### src/rtl/shcc_pkg.sv
package shcc_pkg;
  localparam int DATA_W        = 32;
  localparam int CTRL_PEND_BIT = 0;
  localparam int CTRL_AOFF_BIT = 1;

  typedef struct packed {
    logic auto_off;
    logic pend;
  } ctrl_t;
endpackage

### src/rtl/shcc_shadow_bank.sv
module shcc_shadow_bank #(
  parameter int NUM_WORDS = 8,
  parameter int DATA_W    = 32
) (
  input  logic                        clk,
  input  logic [NUM_WORDS-1:0]        word_we,
  input  logic [DATA_W-1:0]           wdata,
  output logic [NUM_WORDS*DATA_W-1:0] shadow
);
  genvar k;
  generate
    for (k = 0; k < NUM_WORDS; k++) begin : g_word
      logic [DATA_W-1:0] word_d;
      logic [DATA_W-1:0] word_q;
      always_comb begin
        word_d = word_q;
        if (word_we[k]) word_d = wdata;
      end
      always_ff @(posedge clk) begin
        if (word_we[k]) word_q <= word_d;
      end
      assign shadow[k*DATA_W +: DATA_W] = word_q;
    end
  endgenerate
endmodule

### src/rtl/shcc_active_bank.sv
module shcc_active_bank #(
  parameter int NUM_WORDS = 8,
  parameter int DATA_W    = 32
) (
  input  logic                        clk,
  input  logic                        load,
  input  logic [NUM_WORDS*DATA_W-1:0] shadow,
  output logic [NUM_WORDS*DATA_W-1:0] active
);
  genvar k;
  generate
    for (k = 0; k < NUM_WORDS; k++) begin : g_word
      logic [DATA_W-1:0] live_d;
      logic [DATA_W-1:0] live_q;
      always_comb begin
        live_d = live_q;
        if (load) live_d = shadow[k*DATA_W +: DATA_W];
      end
      always_ff @(posedge clk) begin
        if (load) live_q <= live_d;
      end
      assign active[k*DATA_W +: DATA_W] = live_q;
    end
  endgenerate
endmodule

### src/rtl/shcc_commit_ctrl.sv
module shcc_commit_ctrl
  import shcc_pkg::*;
(
  input  logic  clk,
  input  logic  rst_n,
  input  logic  ctrl_we,
  input  logic  req_bit,
  input  logic  aoff_bit,
  input  logic  vblank,
  output ctrl_t ctrl,
  output logic  load
);
  ctrl_t ctrl_d;
  ctrl_t ctrl_q;

  assign load = vblank & (ctrl_q.pend | ~ctrl_q.auto_off);

  always_comb begin
    ctrl_d = ctrl_q;
    if (vblank) ctrl_d.pend = 1'b0;
    if (ctrl_we) begin
      ctrl_d.auto_off = aoff_bit;
      if (req_bit) ctrl_d.pend = 1'b1;
    end
  end

  always_ff @(posedge clk or negedge rst_n) begin
    if (!rst_n) ctrl_q <= '0;
    else        ctrl_q <= ctrl_d;
  end

  assign ctrl = ctrl_q;

  assert_pend_clear_R4: assert property (@(posedge clk) disable iff (!rst_n)
    (ctrl_q.pend && vblank && !(ctrl_we && req_bit)) |=> !ctrl.pend);
  assert_pend_hold_R5: assert property (@(posedge clk) disable iff (!rst_n)
    (ctrl_q.pend && !vblank) |=> ctrl.pend);
  assert_req_deferred_R6: assert property (@(posedge clk) disable iff (!rst_n)
    (vblank && ctrl_we && req_bit) |=> ctrl.pend);
  assert_no_spurious_load_R7: assert property (@(posedge clk) disable iff (!rst_n)
    (vblank && ctrl_q.auto_off && !ctrl_q.pend) |-> !load);
  assert_load_only_vblank_R8: assert property (@(posedge clk) disable iff (!rst_n)
    load |-> vblank);
endmodule

### src/rtl/shcc_top.sv
module shcc_top
  import shcc_pkg::*;
#(
  parameter int NUM_WORDS = 8,
  parameter int ADDR_W    = 6
) (
  input  logic                        clk,
  input  logic                        rst_n,
  input  logic                        wr_en,
  input  logic [ADDR_W-1:0]           addr,
  input  logic [DATA_W-1:0]           wdata,
  output logic [DATA_W-1:0]           rdata,
  input  logic                        vblank,
  output logic [NUM_WORDS*DATA_W-1:0] active_cfg,
  output logic                        load_pulse
);
  localparam int IDX_W = ADDR_W - 2;

  logic [1:0]           rst_sync_q;
  logic                 rst_n_i;
  logic [IDX_W-1:0]     word_idx;
  logic                 ctrl_we;
  logic [NUM_WORDS-1:0] word_we;
  logic [NUM_WORDS*DATA_W-1:0] shadow;
  ctrl_t                ctrl;
  logic                 load;
  logic                 pulse_d;
  logic                 pulse_q;

  always_ff @(posedge clk or negedge rst_n) begin
    if (!rst_n) rst_sync_q <= 2'b00;
    else        rst_sync_q <= {rst_sync_q[0], 1'b1};
  end
  assign rst_n_i = rst_sync_q[1];

  assign word_idx = addr[ADDR_W-1:2];
  assign ctrl_we  = wr_en && (word_idx == '0);

  genvar k;
  generate
    for (k = 0; k < NUM_WORDS; k++) begin : g_dec
      assign word_we[k] = wr_en && (word_idx == IDX_W'(k + 1));
    end
  endgenerate

  always_comb begin
    rdata = '0;
    if (word_idx == '0) begin
      rdata[CTRL_PEND_BIT] = ctrl.pend;
      rdata[CTRL_AOFF_BIT] = ctrl.auto_off;
    end
    for (int i = 0; i < NUM_WORDS; i++) begin
      if (word_idx == IDX_W'(i + 1)) rdata = shadow[i*DATA_W +: DATA_W];
    end
  end

  shcc_shadow_bank #(.NUM_WORDS(NUM_WORDS), .DATA_W(DATA_W)) i_shadow (
    .clk(clk), .word_we(word_we), .wdata(wdata), .shadow(shadow));

  shcc_commit_ctrl i_ctrl (
    .clk(clk), .rst_n(rst_n_i), .ctrl_we(ctrl_we),
    .req_bit(wdata[CTRL_PEND_BIT]), .aoff_bit(wdata[CTRL_AOFF_BIT]),
    .vblank(vblank), .ctrl(ctrl), .load(load));

  shcc_active_bank #(.NUM_WORDS(NUM_WORDS), .DATA_W(DATA_W)) i_active (
    .clk(clk), .load(load), .shadow(shadow), .active(active_cfg));

  assign pulse_d = load;
  always_ff @(posedge clk or negedge rst_n_i) begin
    if (!rst_n_i) pulse_q <= 1'b0;
    else          pulse_q <= pulse_d;
  end
  assign load_pulse = pulse_q;

  assert_pulse_follows_vblank_R9: assert property (@(posedge clk) disable iff (!rst_n_i)
    load_pulse |-> $past(vblank));
  assert_pulse_after_load_R9: assert property (@(posedge clk) disable iff (!rst_n_i)
    load |=> load_pulse);
  assert_idle_ctrl_reset_R1: assert property (@(posedge clk) disable iff (!rst_n_i)
    $rose(rst_n_i) |-> (ctrl == '0));
endmodule

### config.mk
export PLATFORM = sky130hd
export DESIGN_NAME = shcc_top
export DESIGN_NICKNAME = d
export VERILOG_FILES = /design/src/rtl/shcc_pkg.sv /design/src/rtl/shcc_shadow_bank.sv /design/src/rtl/shcc_active_bank.sv /design/src/rtl/shcc_commit_ctrl.sv /design/src/rtl/shcc_top.sv
export SDC_FILE = /design/constraint.sdc
export NUM_CORES = 1
export LEC_CHECK = 0
export ABC_AREA = 1
export ABC_CLOCK_PERIOD_IN_PS = 2820
export CAP_MARGIN = 15
export CORE_ASPECT_RATIO = 0.75
export CORE_MARGIN = 5
export CORE_UTILIZATION = 40
export DETAILED_ROUTE_END_ITERATION = 12
export DONT_BUFFER_PORTS = 1
export PLACE_DENSITY = 0.54
export SLEW_MARGIN = 5
export SYNTH_ARGS = -nofsm -noshare
export SYNTH_HDL_FRONTEND = slang
export SYNTH_SLANG_ARGS = --single-unit
### constraint.sdc
create_clock -name clk -period 2.82 [get_ports clk]
set_clock_uncertainty 0.2 [all_clocks]
set_input_delay 0.423 -clock clk [delete_from_list [all_inputs] [get_ports clk]]
set_output_delay 0.423 -clock clk [all_outputs]
set_load 0.005 [all_outputs]
-- Word-level counts from Yosys, hierarchy flattened
Index checks and enable logic that the tools add are counted.
- bits in registers: 517
- latch bits: 0
- RAM bits: 0
- bits in read-only memories: 0
- bits of input ports: 42
- output and inout port bits: 289
- word-level logic and storage cells: 53
- memories: 0
- add/sub/neg operators: 0
- multiply operators: 0
- div/mod/pow operators: 0
- $lt $le $gt $ge: 0
- eq/ne operators: 8
- shifts and indexed selects: 0
- mux-type cells: 12
- bitwise logic cells: 3
- reduce and logical (&&, ||, !) cells: 10
- operator list (operator ; number):
    two-way mux 32 bit ; 8
    == test 4 x 3 -> 1 bit (second input constant) ; 4
    logical AND 1 bit ; 9
    == test 4 x 2 -> 1 bit (second input constant) ; 2
    == test 4 x 1 -> 1 bit (second input constant) ; 1
    == test 4 bit (second input constant) ; 1
    logical NOT 4 bit ; 1
    two-way mux 1 bit ; 3
    two-way mux 2 bit ; 1
    AND 1 bit ; 1
    NOT 1 bit ; 1
    OR 1 bit ; 1

-- Logic depth before layout (Yosys ltp)
Gate-level depths: netlist (run 1).
- word-level depth: 10
- depth in mapped cells: 10
- depth with buffers taken out: 10

-- Hierarchy
Synthesis (run 1) repeated with hierarchy kept, for this count alone.
- cell total of the unflattened synthesis: 940
- area, all modules: 17648.2 µm²
- by module, submodules not included (module ; instances ; cells each ; area each (µm²)):
    shcc_active_bank ; 1 ; 256 ; 7687.4
    shcc_shadow_bank ; 1 ; 256 ; 7687.4
    shcc_top ; 1 ; 418 ; 2189.6
    shcc_commit_ctrl ; 1 ; 10 ; 83.8

-- Worst setup path before layout (run 1)
No wires, ideal clock.
- path type: input to register
- from: input port vblank
- to: register pulse_q (netlist: load_pulse)
- setup time: 2.055 ns
- data arrival time: 18.882 ns
- slack: -18.317 ns
- stages on the path: 1
- path buffers: 0
- cell sequence: a21boi_0
- cells in the longest elaborated chain, start to end: 1
- ends and longest elaborated chain (what ; RTL line ; RTL):
    start, declared ; shcc_top.sv:13 ; input logic vblank,
    AND 1 bit ; shcc_commit_ctrl.sv:16 ; assign load = vblank & (ctrl_q.pend | ~ctrl_q.auto_off);
    end signal, assigned ; shcc_top.sv:71 ; else pulse_q <= pulse_d;
    end, declared ; shcc_top.sv:28 ; logic pulse_q;
No other way between the ends.
A chain may end at the register's enable or synchronous reset.

-- Final worst setup path (run 1)
- from: input port addr[5]
- to: output port rdata[31]
- cells in the longest elaborated chain, start to end: 9
- elaborated cells between the ends (all ways): 16
- ends and longest elaborated chain (what ; RTL line ; RTL):
    start, declared ; shcc_top.sv:10 ; input logic [ADDR_W-1:0] addr,
    == test 4 x 1 -> 1 bit ; shcc_top.sv:53 ; if (word_idx == IDX_W'(i + 1)) rdata = shadow[i*DATA_W +: DATA_W];
    two-way mux 32 bit (7 in series) ; shcc_top.sv:53 ;
    two-way mux 32 bit (*) ; shcc_top.sv:53 ;
    end, declared ; shcc_top.sv:12 ; output logic [DATA_W-1:0] rdata,
Mark *: on every way between the ends. The rest lies on a longest branch, timed or not.

==> impl_metrics.tcl, run 1 <==
set metrics [dict create \
    num_rows 66 \
    drt-initial-drc-count 874 \
    ff2ff_path_depth 3 \
    grt_pass1_vias 9009 \
    power_density_nw_per_um2 782.8 \
    timing.rr.start "i_ctrl.ctrl[1]" \
    synthXorXnorAreaFrac_pct 0 \
    synth_cells 935 \
    finalSetupTns_ns 0 \
    overflow 0 \
    dp.final_hpwl_mm 28.70 \
    grt_use_met3_pct 7.066 \
    ant_nets 0 \
    grt_max_degree 80 \
    clk_latency_ns 0.55 \
    design.die.area_um2 48370 \
    hold_path.startpoint "addr[3]" \
    instances_no_fill 1647 \
    tightest_slew_ns 0.7674 \
    drc_errors 0 \
    place_inst 1518 \
    start_kind "input pin" \
    clockBufferDepth 3 \
    path_delay_family "simple AND/OR/NAND/NOR gates" \
    synth_edf_count 512 \
    maxSlewHeadroom_pct 48.79 \
    clock_sinks 517 \
    htreeDepth 2 \
    clock-root-buffer "clkbuf_16" \
    routed_via_density 5.308 \
    yosysTopAreaCell "edfxtp_1" \
    final-setup-viol-count 0 \
    cp-startpoint "addr[5]" \
    post-synth-top-count-cell "edfxtp_1" \
    worstPathArrival_ns 1.78 \
    synth_compound_area_share_pct 2.039 \
    syn_area_um2 17610 \
    multiInputGateArea_um2 1943 \
    yosys.area_share.simple_pct 8.255 \
    cpPeakStageDelay_ns 0.33 \
    seq_area_frac_synth_pct 88.01 \
    start_util_pct 40.55 \
    seqCellArea_um2 15500 \
    synthTopCellsByCount "edfxtp_1 (512), nand2_1 (140), nand3_1 (73)" \
    nFillCells 3648 \
    worstSetupPathType "in2out" \
    grt.total_usage_pct 18.50 \
    syn-num-nets 977 \
    n_antenna_cell 0 \
    total_power_uw 16070 \
    use_met1_pct 23.95 \
    crit_buf_inv 2 \
    clock.fmax_mhz 416.8 \
    numCtsBuffers 49 \
    ys_warn_count 0 \
    num_io_pins 331 \
    chipHeight_um 191.7 \
    via_count 8743 \
    coreArea_um2 43440 \
    die_w_um 252.3 \
    ir_worst_vdd_mv 0.5787 \
    end_kind "output port" \
    worstSetupPathDepth 8 \
    hold_class "in2reg" \
    cp.required_ns 2.20 \
    maxCapViolCount 0 \
    synth_top_flop_cell "edfxtp_1" \
    area_growth_pct 16.59 \
    synthTopCellsByArea "edfxtp_1 (87%), nand2_1 (3.0%), nand3_1 (2.1%)" \
    grt-busiest-layer "met2" \
    syn_avg_cell_area_um2 18.84 \
    min_path_cells 3 \
    synth.distinct_cells 29 \
    wire_per_inst_um 27.90 \
    cts_tree "yes" \
    path_max_fanout 16 \
    synth_adder_area_share_pct 0 \
    synthArstFlopShare_pct 0.9671 \
    grt_pass1_wl_mm 64.69 \
    hold_viol 0 \
    synthMuxAreaShare_pct 0.06394 \
    synth_top_family_by_area "simple AND/OR/NAND/NOR gates" \
    cp_cell_sequence "inv_1, nand2_1, nor2_4, buf_4, nand2_1, nand4_1, o21ai_1, nand4_1" \
    p_leak_uw 0.006630 \
    fin_crit_ns 2.399 \
    synth-seq-cells 517 \
    maxSlewViolCount 0 \
    antenna_found_initial 1 \
    synth.top_cell.area_share_pct 87.30 \
    rsz0062_at_grt "no" \
    gp_congestion 0.7304 \
    dr.pass1.iters 5 \
    slowest_stage "buf_4" \
    fin_crit_sh_pct 85.08 \
    drive_above_1_share_pct 13.10 \
    status "complete, no violations" \
    clkTransAtPathRegs_ns 0.06 \
    grtUsageMet2_pct 29.94 \
    nets 1071 \
    wl_mm 45.95 \
    io_buffers 0 \
]
## final cells by class
cell class	count	area share (%)
Tap cell	578	3.522
Clock inverter	29	1.243
Sequential cell	517	75.49
Inverter	19	0.3595
Timing Repair Buffer	79	3.717
Multi-Input combinational cell	363	9.463
Clock buffer	62	6.209
## worst reg2reg max path, cell delays in order (launching register included)
cell and delay (ns):
dfrtp_1 0.42, a21boi_4 0.22, buf_4 0.25, buf_12 0.35
## kinds of logic (layout without fill, tap and decap cells)
family / count (synthesis) / in the layout
flops: 517 / 517
other cells: 1 / 1
buf+inv: 55 / 189
mux: 1 / 1
simple gates: 303 / 303
compound gates: 58 / 58
## worst paths after layout
| kind | endpoint | slack [ns] |
|---|---|---|
| setup / recovery | rdata[31] | 0.42 |
| hold / removal | i_ctrl.ctrl[1] | 0.05 |
| setup reg to reg | i_active.g_word[2].live_q[12] | 0.92 |
| hold reg to reg | rst_sync_q[1] | 0.15 |
| max in group asynchronous | rst_sync_q[0] | 1.83 |
| min in group asynchronous | load_pulse | 0.38 |
## power breakdown
part	leakage, uW	switching (uW)	internal [uW]	total, uW
Sequential	0.00481	256	8920	9180
Clock	0.000741	2750	3510	6260
Combinational	0.00108	489	147	637
## cells in the final DEF, fill, tap and decap left out, types with 9 or more instances in the layout
| cell | netlist | layout |
|---|---|---|
| nor2_4 | 3 | 9 |
| nand4_1 | 58 | 58 |
| inv_1 | 12 | 11 |
| nand3_1 | 73 | 73 |
| nor2_1 | 17 | 11 |
| edfxtp_1 | 512 | 512 |
| o21ai_1 | 26 | 26 |
| clkinv_2 | 0 | 9 |
| nand2_1 | 140 | 139 |
| clkbuf_16 | 0 | 49 |
| o211ai_1 | 26 | 26 |
| buf_4 | 3 | 35 |
| clkbuf_1 | 7 | 13 |
| dlygate4sd3_1 | 0 | 38 |
## stage by stage
stage	hold WS [ns]	setup WS, ns	utilization (%)	cell area [um2]
final	0.04938	0.4209	47.27	20530
after global routing	0.03501	0.2310	47.27	20530
after CTS	0.01377	0.3711	47.27	20530
after detailed placement	-0.1631	0.3847	42.87	18620
after global placement	-0.1630	0.3902	42.87	18620
after floorplan	-0.1735	-2.639	-	17680
## repair_timing
action | in CTS | in global routing
hold endpoints to repair | 263 | 0
hold buffers | 38 | 0
buffers inserted | 0 | 0
resized for setup | 0 | 0
## sequential cells by signal (all words and copies together) (netlist names)
signal / cells
load_pulse: 1
i_ctrl.ctrl: 2
i_active.g_word.live_q: 256
rst_sync_q: 2
i_shadow.g_word.word_q: 256
## per-layer routing
layer  wire, um  part of all wire, %  vias to the layer above
met5         13                0.028                        -
met4        928                  2.0                        2
met3       4469                  9.7                       67
met2      21820                   47                      369
met1      18720                   41                     4499
li1           -                    -                     3806
No activity file was read; power rests on OpenSTA's default activity.
==> run 2, diff against run 1 <==
Settings changed: ABC_CLOCK_PERIOD_IN_PS 2820 to 2230, CORE_ASPECT_RATIO 0.75 to 1.25, GPL_ROUTABILITY_DRIVEN set to 0.
Clock period 2.82 ns to 2.23 ns, I/O delays scaled along.
==> run 2 against run 1 <==
Sequential power increased by 26%. Non-clock buffer count increased by 16. Total power increased by 30%. Critical path depth decreased by 4. Worst setup slack got worse by 0.32 ns. Utilization increased by 0.81 points. Global-route usage increased by 0.12 points. Clock power increased by 35%. Count of clock-buffer cells in the layout increased by 13.
==> impl_metrics.tcl, run 2 (synthesis results as in run 1) <==
set metrics [dict create \
    cp.required_ns 1.70 \
    sw_frac_of_total_pct 21.02 \
    post_dp_cell_area_um2 18930 \
    cts_tree "yes" \
    p_int_uw 16520 \
    reg_top3 "i_active.g_word.live_q: 256 flops, i_shadow.g_word.word_q: 256 flops" \
    dp.final_hpwl_mm 29.74 \
    maxCapViolCount 0 \
    design_area_um2 21060 \
    hold_viol 0 \
    coreArea_um2 43790 \
    start_kind "register" \
    nFillCells 3561 \
    min_path_cells 2 \
    num_io_pins 331 \
    finalSetupTns_ns 0 \
    multiInputGateArea_um2 1966 \
    worstSetupPathDepth 4 \
    grt.total_usage_pct 18.62 \
    status "complete, no violations" \
    routed_via_density 5.267 \
    place_inst 1520 \
    final-setup-viol-count 0 \
    htreeDepth 2 \
    numCtsBuffers 50 \
    design.die.area_um2 48350 \
    rsz0062_at_grt "yes" \
    grt_max_degree 53 \
    clock-root-buffer "clkbuf_16" \
    fin_crit_sh_pct 95.39 \
    dr.pass1.iters 6 \
    instances_no_fill 1660 \
    p_leak_uw 0.006833 \
    wl_mm 46.17 \
    end_kind "output port" \
    maxSlewViolCount 0 \
    overflow 0 \
    chipHeight_um 244.6 \
    grt_pass1_vias 8832 \
    slowest_stage "edfxtp_1" \
    cp_cell_sequence "o211ai_1, nand4_1, o21ai_2, nand4_1" \
    cpPeakStageDelay_ns 0.40 \
    num_rows 86 \
    start_util_pct 40.21 \
    io_buffers 0 \
    clock_sinks 517 \
    finish.utilization_pct 48.09 \
    final_cell_mix "edfxtp_1 (512), nand2_1 (138), nand3_1 (72)" \
    crit_buf_inv 0 \
    fin_crit_ns 2.127 \
    ff2ff_path_depth 3 \
    hold_class "in2reg" \
    pwr-share-seq_pct 55.5 \
    ant_nets 0 \
    antenna_found_initial 0 \
    area_growth_pct 19.57 \
    worstPathArrival_ns 1.59 \
    clockBufferDepth 3 \
    power_density_nw_per_um2 993.5 \
    via_count 8743 \
    grt_pass1_wl_mm 64.81 \
    crit_top_cell "nand4_1" \
    pwr-share-clk_pct 40.3 \
    seqCellArea_um2 15500 \
    nets 1088 \
    ir_worst_vdd_mv 0.6297 \
    drive_above_1_share_pct 14.15 \
    final_common_cell "edfxtp_1" \
    combPwrFrac_pct 4.3 \
    switching_power_uw 4398 \
    die_w_um 197.7 \
    n_antenna_cell 0 \
    clkTransAtPathRegs_ns 0.06 \
    drc_errors 0 \
    clock.fmax_mhz 470.1 \
    worstSetupPathType "reg2out" \
    wire_per_inst_um 27.81 \
    path_max_fanout 2 \
    drt-initial-drc-count 559 \
    clk_latency_ns 0.58 \
    path_delay_family "flip-flops" \
]
run 2: routing by layer:
layer / vias to the layer above / wire (um) / GRT usage (%)
met5: - / 0 / 0
met3: 50 / 3282 / 5.622
met2: 327 / 24060 / 32.15
met4: 0 / 879 / 4.781
li1: 3851 / - / -
met1: 4515 / 17950 / 22.92
run 2: area by class of cell:
class                           count  area share (%)
Sequential cell                   517           73.60
Clock inverter                     19          0.9506
Multi-Input combinational cell    363           9.334
Inverter                           19          0.3921
Timing Repair Buffer               95           5.395
Tap cell                          572           3.398
Clock buffer                       75           6.928
run 2: stage by stage:
step	worst slack, ns	total power, uW	hold WS (ns)
floorplan	-3.229	12170	-0.1735
global placement	0.2348	12610	-0.1627
detailed placement	0.2053	12620	-0.1610
CTS	0.005722	21180	0.01174
global route	-0.03716	21690	0.01201
finish	0.1027	20920	0.05053
run 2: power by group through the flow:
stage | registers (uW) | clock network (uW) | logic (uW)
6_report | 11600 | 8430 | 890
4_1_cts | 11600 | 8640 | 910
2_1_floorplan | 11700 | 0 | 437
3_5_place_dp | 11800 | 0 | 789
3_3_place_gp | 11800 | 0 | 776
5_1_grt | 11600 | 9080 | 958
run 2: timing repair:
item | 4_1_cts | 5_1_grt
pin swaps | 0 | 1
hold buffers | 44 | 0
hold endpoints to repair | 344 | 0
gates resized for setup | 1 | 2
setup endpoints to repair | 1 | 3
setup buffers | 0 | 2
run 2: worst paths after layout:
check | startpoint | to | slack [ns]
hold reg to reg | rst_sync_q[0] | rst_sync_q[1] | 0.16
max in group asynchronous | rst_sync_q[1] | i_ctrl.ctrl[0] | 1.30
hold / removal | vblank | i_active.g_word[1].live_q[0] | 0.05
setup / recovery | i_shadow.g_word[3].word_q[31] | rdata[31] | 0.10
setup reg to reg | i_ctrl.ctrl[1] | i_active.g_word[4].live_q[14] | 0.43
min in group asynchronous | rst_n | rst_sync_q[0] | 0.33
run 2: worst reg2reg max path, stage by stage (launching register included):
cell and delay [ns]:
dfrtp_1 0.42, a21boi_4 0.26, buf_12 0.28, buf_4 0.33
==> run 3, diff against run 2 <==
Settings changed: CORE_ASPECT_RATIO 1.25 to 0.9.
==> run 3 against run 2 <==
Via count up 0.65%. Clock power down 5.8%. Total power down 2.5%. Critical endpoint is now rdata[11]. Utilization down 0.66 points. Critical path type unchanged. Critical path depth unchanged. Fmax down 0.85%. First-iteration DRC count up 54%. Global-route usage up 0.17 points. Count of clock-buffer cells in the layout down 10.
==> impl_metrics.tcl, run 3 (synthesis results as in run 1) <==
set metrics [dict create \
    status "complete, no violations" \
    cp_cell_sequence "o211ai_1, nand4_1, o21ai_2, nand4_1" \
    dp.final_hpwl_mm 29.09 \
    reg_top3 "i_active.g_word.live_q: 256 flops, i_shadow.g_word.word_q: 256 flops" \
    p_leak_uw 0.006713 \
    setup_ws_ns 0.08437 \
    coreArea_um2 43840 \
    design.die.area_um2 48330 \
    grt_max_degree 91 \
    end_kind "output port" \
    htreeDepth 2 \
    chipHeight_um 209.1 \
    via_count 8800 \
    drive_above_1_share_pct 13.80 \
    nets 1082 \
    num_io_pins 331 \
    final_common_cell "edfxtp_1" \
    wire_per_inst_um 28.19 \
    drt-initial-drc-count 859 \
    dr.pass1.iters 4 \
    crit_top_cell "nand4_1" \
    grt_pass1_vias 8889 \
    clkTransAtPathRegs_ns 0.06 \
    overflow 0 \
    grt_pass1_wl_mm 65.37 \
    slowest_stage "edfxtp_1" \
    drc_errors 0 \
    routed_via_density 5.359 \
    holdWs_ns 0.1079 \
    final_cell_mix "edfxtp_1 (512), nand2_1 (138), nand3_1 (73)" \
    pwr-share-seq_pct 56.9 \
    path_max_fanout 2 \
    combPwrFrac_pct 4.2 \
    numCtsBuffers 51 \
    cpPeakStageDelay_ns 0.38 \
    hold_viol 0 \
    maxSlewViolCount 0 \
    area_growth_pct 18.07 \
    sw_frac_of_total_pct 21.78 \
    rsz0062_at_grt "yes" \
    cts_tree "yes" \
    clockBufferDepth 3 \
    power_density_nw_per_um2 981.2 \
    clock-root-buffer "clkbuf_16" \
    fin_crit_ns 2.146 \
    ir_worst_vdd_mv 0.6157 \
    maxCapViolCount 0 \
    worstSetupPathType "reg2out" \
    start_kind "register" \
    wl_mm 46.28 \
    antenna_found_initial 0 \
    num_rows 73 \
    cp.required_ns 1.70 \
    final-setup-viol-count 0 \
    clock_sinks 517 \
    fin_crit_sh_pct 96.22 \
    pwr-share-clk_pct 38.9 \
    n_antenna_cell 0 \
    die_w_um 231.2 \
    io_buffers 0 \
    worstPathArrival_ns 1.61 \
    switching_power_uw 4445 \
    tightest_slew_ns 0.5893 \
    maxSlewHeadroom_pct 60.67 \
    hold_class "in2reg" \
    grt.total_usage_pct 18.79 \
    p_int_uw 15960 \
    place_ws_ns 0.2195 \
    start_util_pct 40.17 \
    clock.fmax_mhz 466.1 \
    clk_latency_ns 0.58 \
    ant_nets 0 \
]
## run 3: final timing paths
kind | from | endpoint | slack (ns) | cells past startpoint
hold reg to reg | rst_sync_q[0] | rst_sync_q[1] | 0.16 | 0
hold / removal | addr[2] | i_shadow.g_word[0].word_q[19] | 0.11 | 3
setup / recovery | i_shadow.g_word[3].word_q[11] | rdata[11] | 0.08 | 4
min in group asynchronous | rst_n | rst_sync_q[0] | 0.34 | 2
setup reg to reg | i_ctrl.ctrl[1] | i_active.g_word[4].live_q[6] | 0.47 | 3
max in group asynchronous | rst_sync_q[1] | i_ctrl.ctrl[0] | 1.28 | 1
## run 3: worst max-delay path: cells and delay by family, from the launching register on
family / cells / cell delay (ns)
AOI/OAI and AO/OA: 2 / 0.30
DFF: 1 / 0.38
and+or+nand+nor: 2 / 0.34
## run 3: area by class of cell
| class | count | area (um2) |
|---|---|---|
| tap | 562 | 703.2 |
| inverter | 19 | 82.58 |
| clock buffer | 65 | 1329 |
| fill | 3607 | 23050 |
| sequential | 517 | 15500 |
| timing repair buffer | 88 | 1016 |
| multi-input combinational | 363 | 1961 |
| clock inverter | 28 | 202.7 |
## run 3: per-stage QoR
stage | area [um2] | utilization, % | TNS [ns] | instances | power [uW]
detailed placement | 18830 | 42.94 | 0 | 1506 | 12580
finish | 20790 | 47.43 | 0 | 1642 | 20400
CTS | 20780 | 47.40 | 0 | 1641 | 20640
global route | 20790 | 47.43 | -0.05325 | 1642 | 21160
global placement | 18830 | 42.94 | 0 | 1506 | 12570
floorplan | 17740 | - | -837.45 | 935 | 12170
## run 3: power groups by stage
| stage | Sequential (uW) | Clock (uW) | Combinational [uW] |
|---|---|---|---|
| floorplan | 11700 | 0 | 437 |
| global placement | 11800 | 0 | 746 |
| detailed placement | 11800 | 0 | 756 |
| CTS | 11600 | 8140 | 881 |
| global route | 11600 | 8590 | 925 |
| finish | 11600 | 7940 | 859 |
## run 3: layer usage
metal / part of all wire, % / up-vias / track usage [%]
met4: 2.0 / 0 / 5.020
met2: 49 / 376 / 31.15
met3: 9.2 / 63 / 7.064
met1: 39 / 4533 / 23.44
li1: - / 3828 / -
met5: 0 / - / 0
## run 3: what timing repair did
| action | 4_1_cts | 5_1_grt |
|---|---|---|
| hold buffers | 42 | 0 |
| endpoints found under the setup margin | 1 | 3 |
| setup buffers | 0 | 1 |
| gates cloned | 0 | 0 |
| gates resized for setup | 1 | 1 |
| pin swaps | 0 | 1 |
| hold endpoints to repair | 326 | 0 |
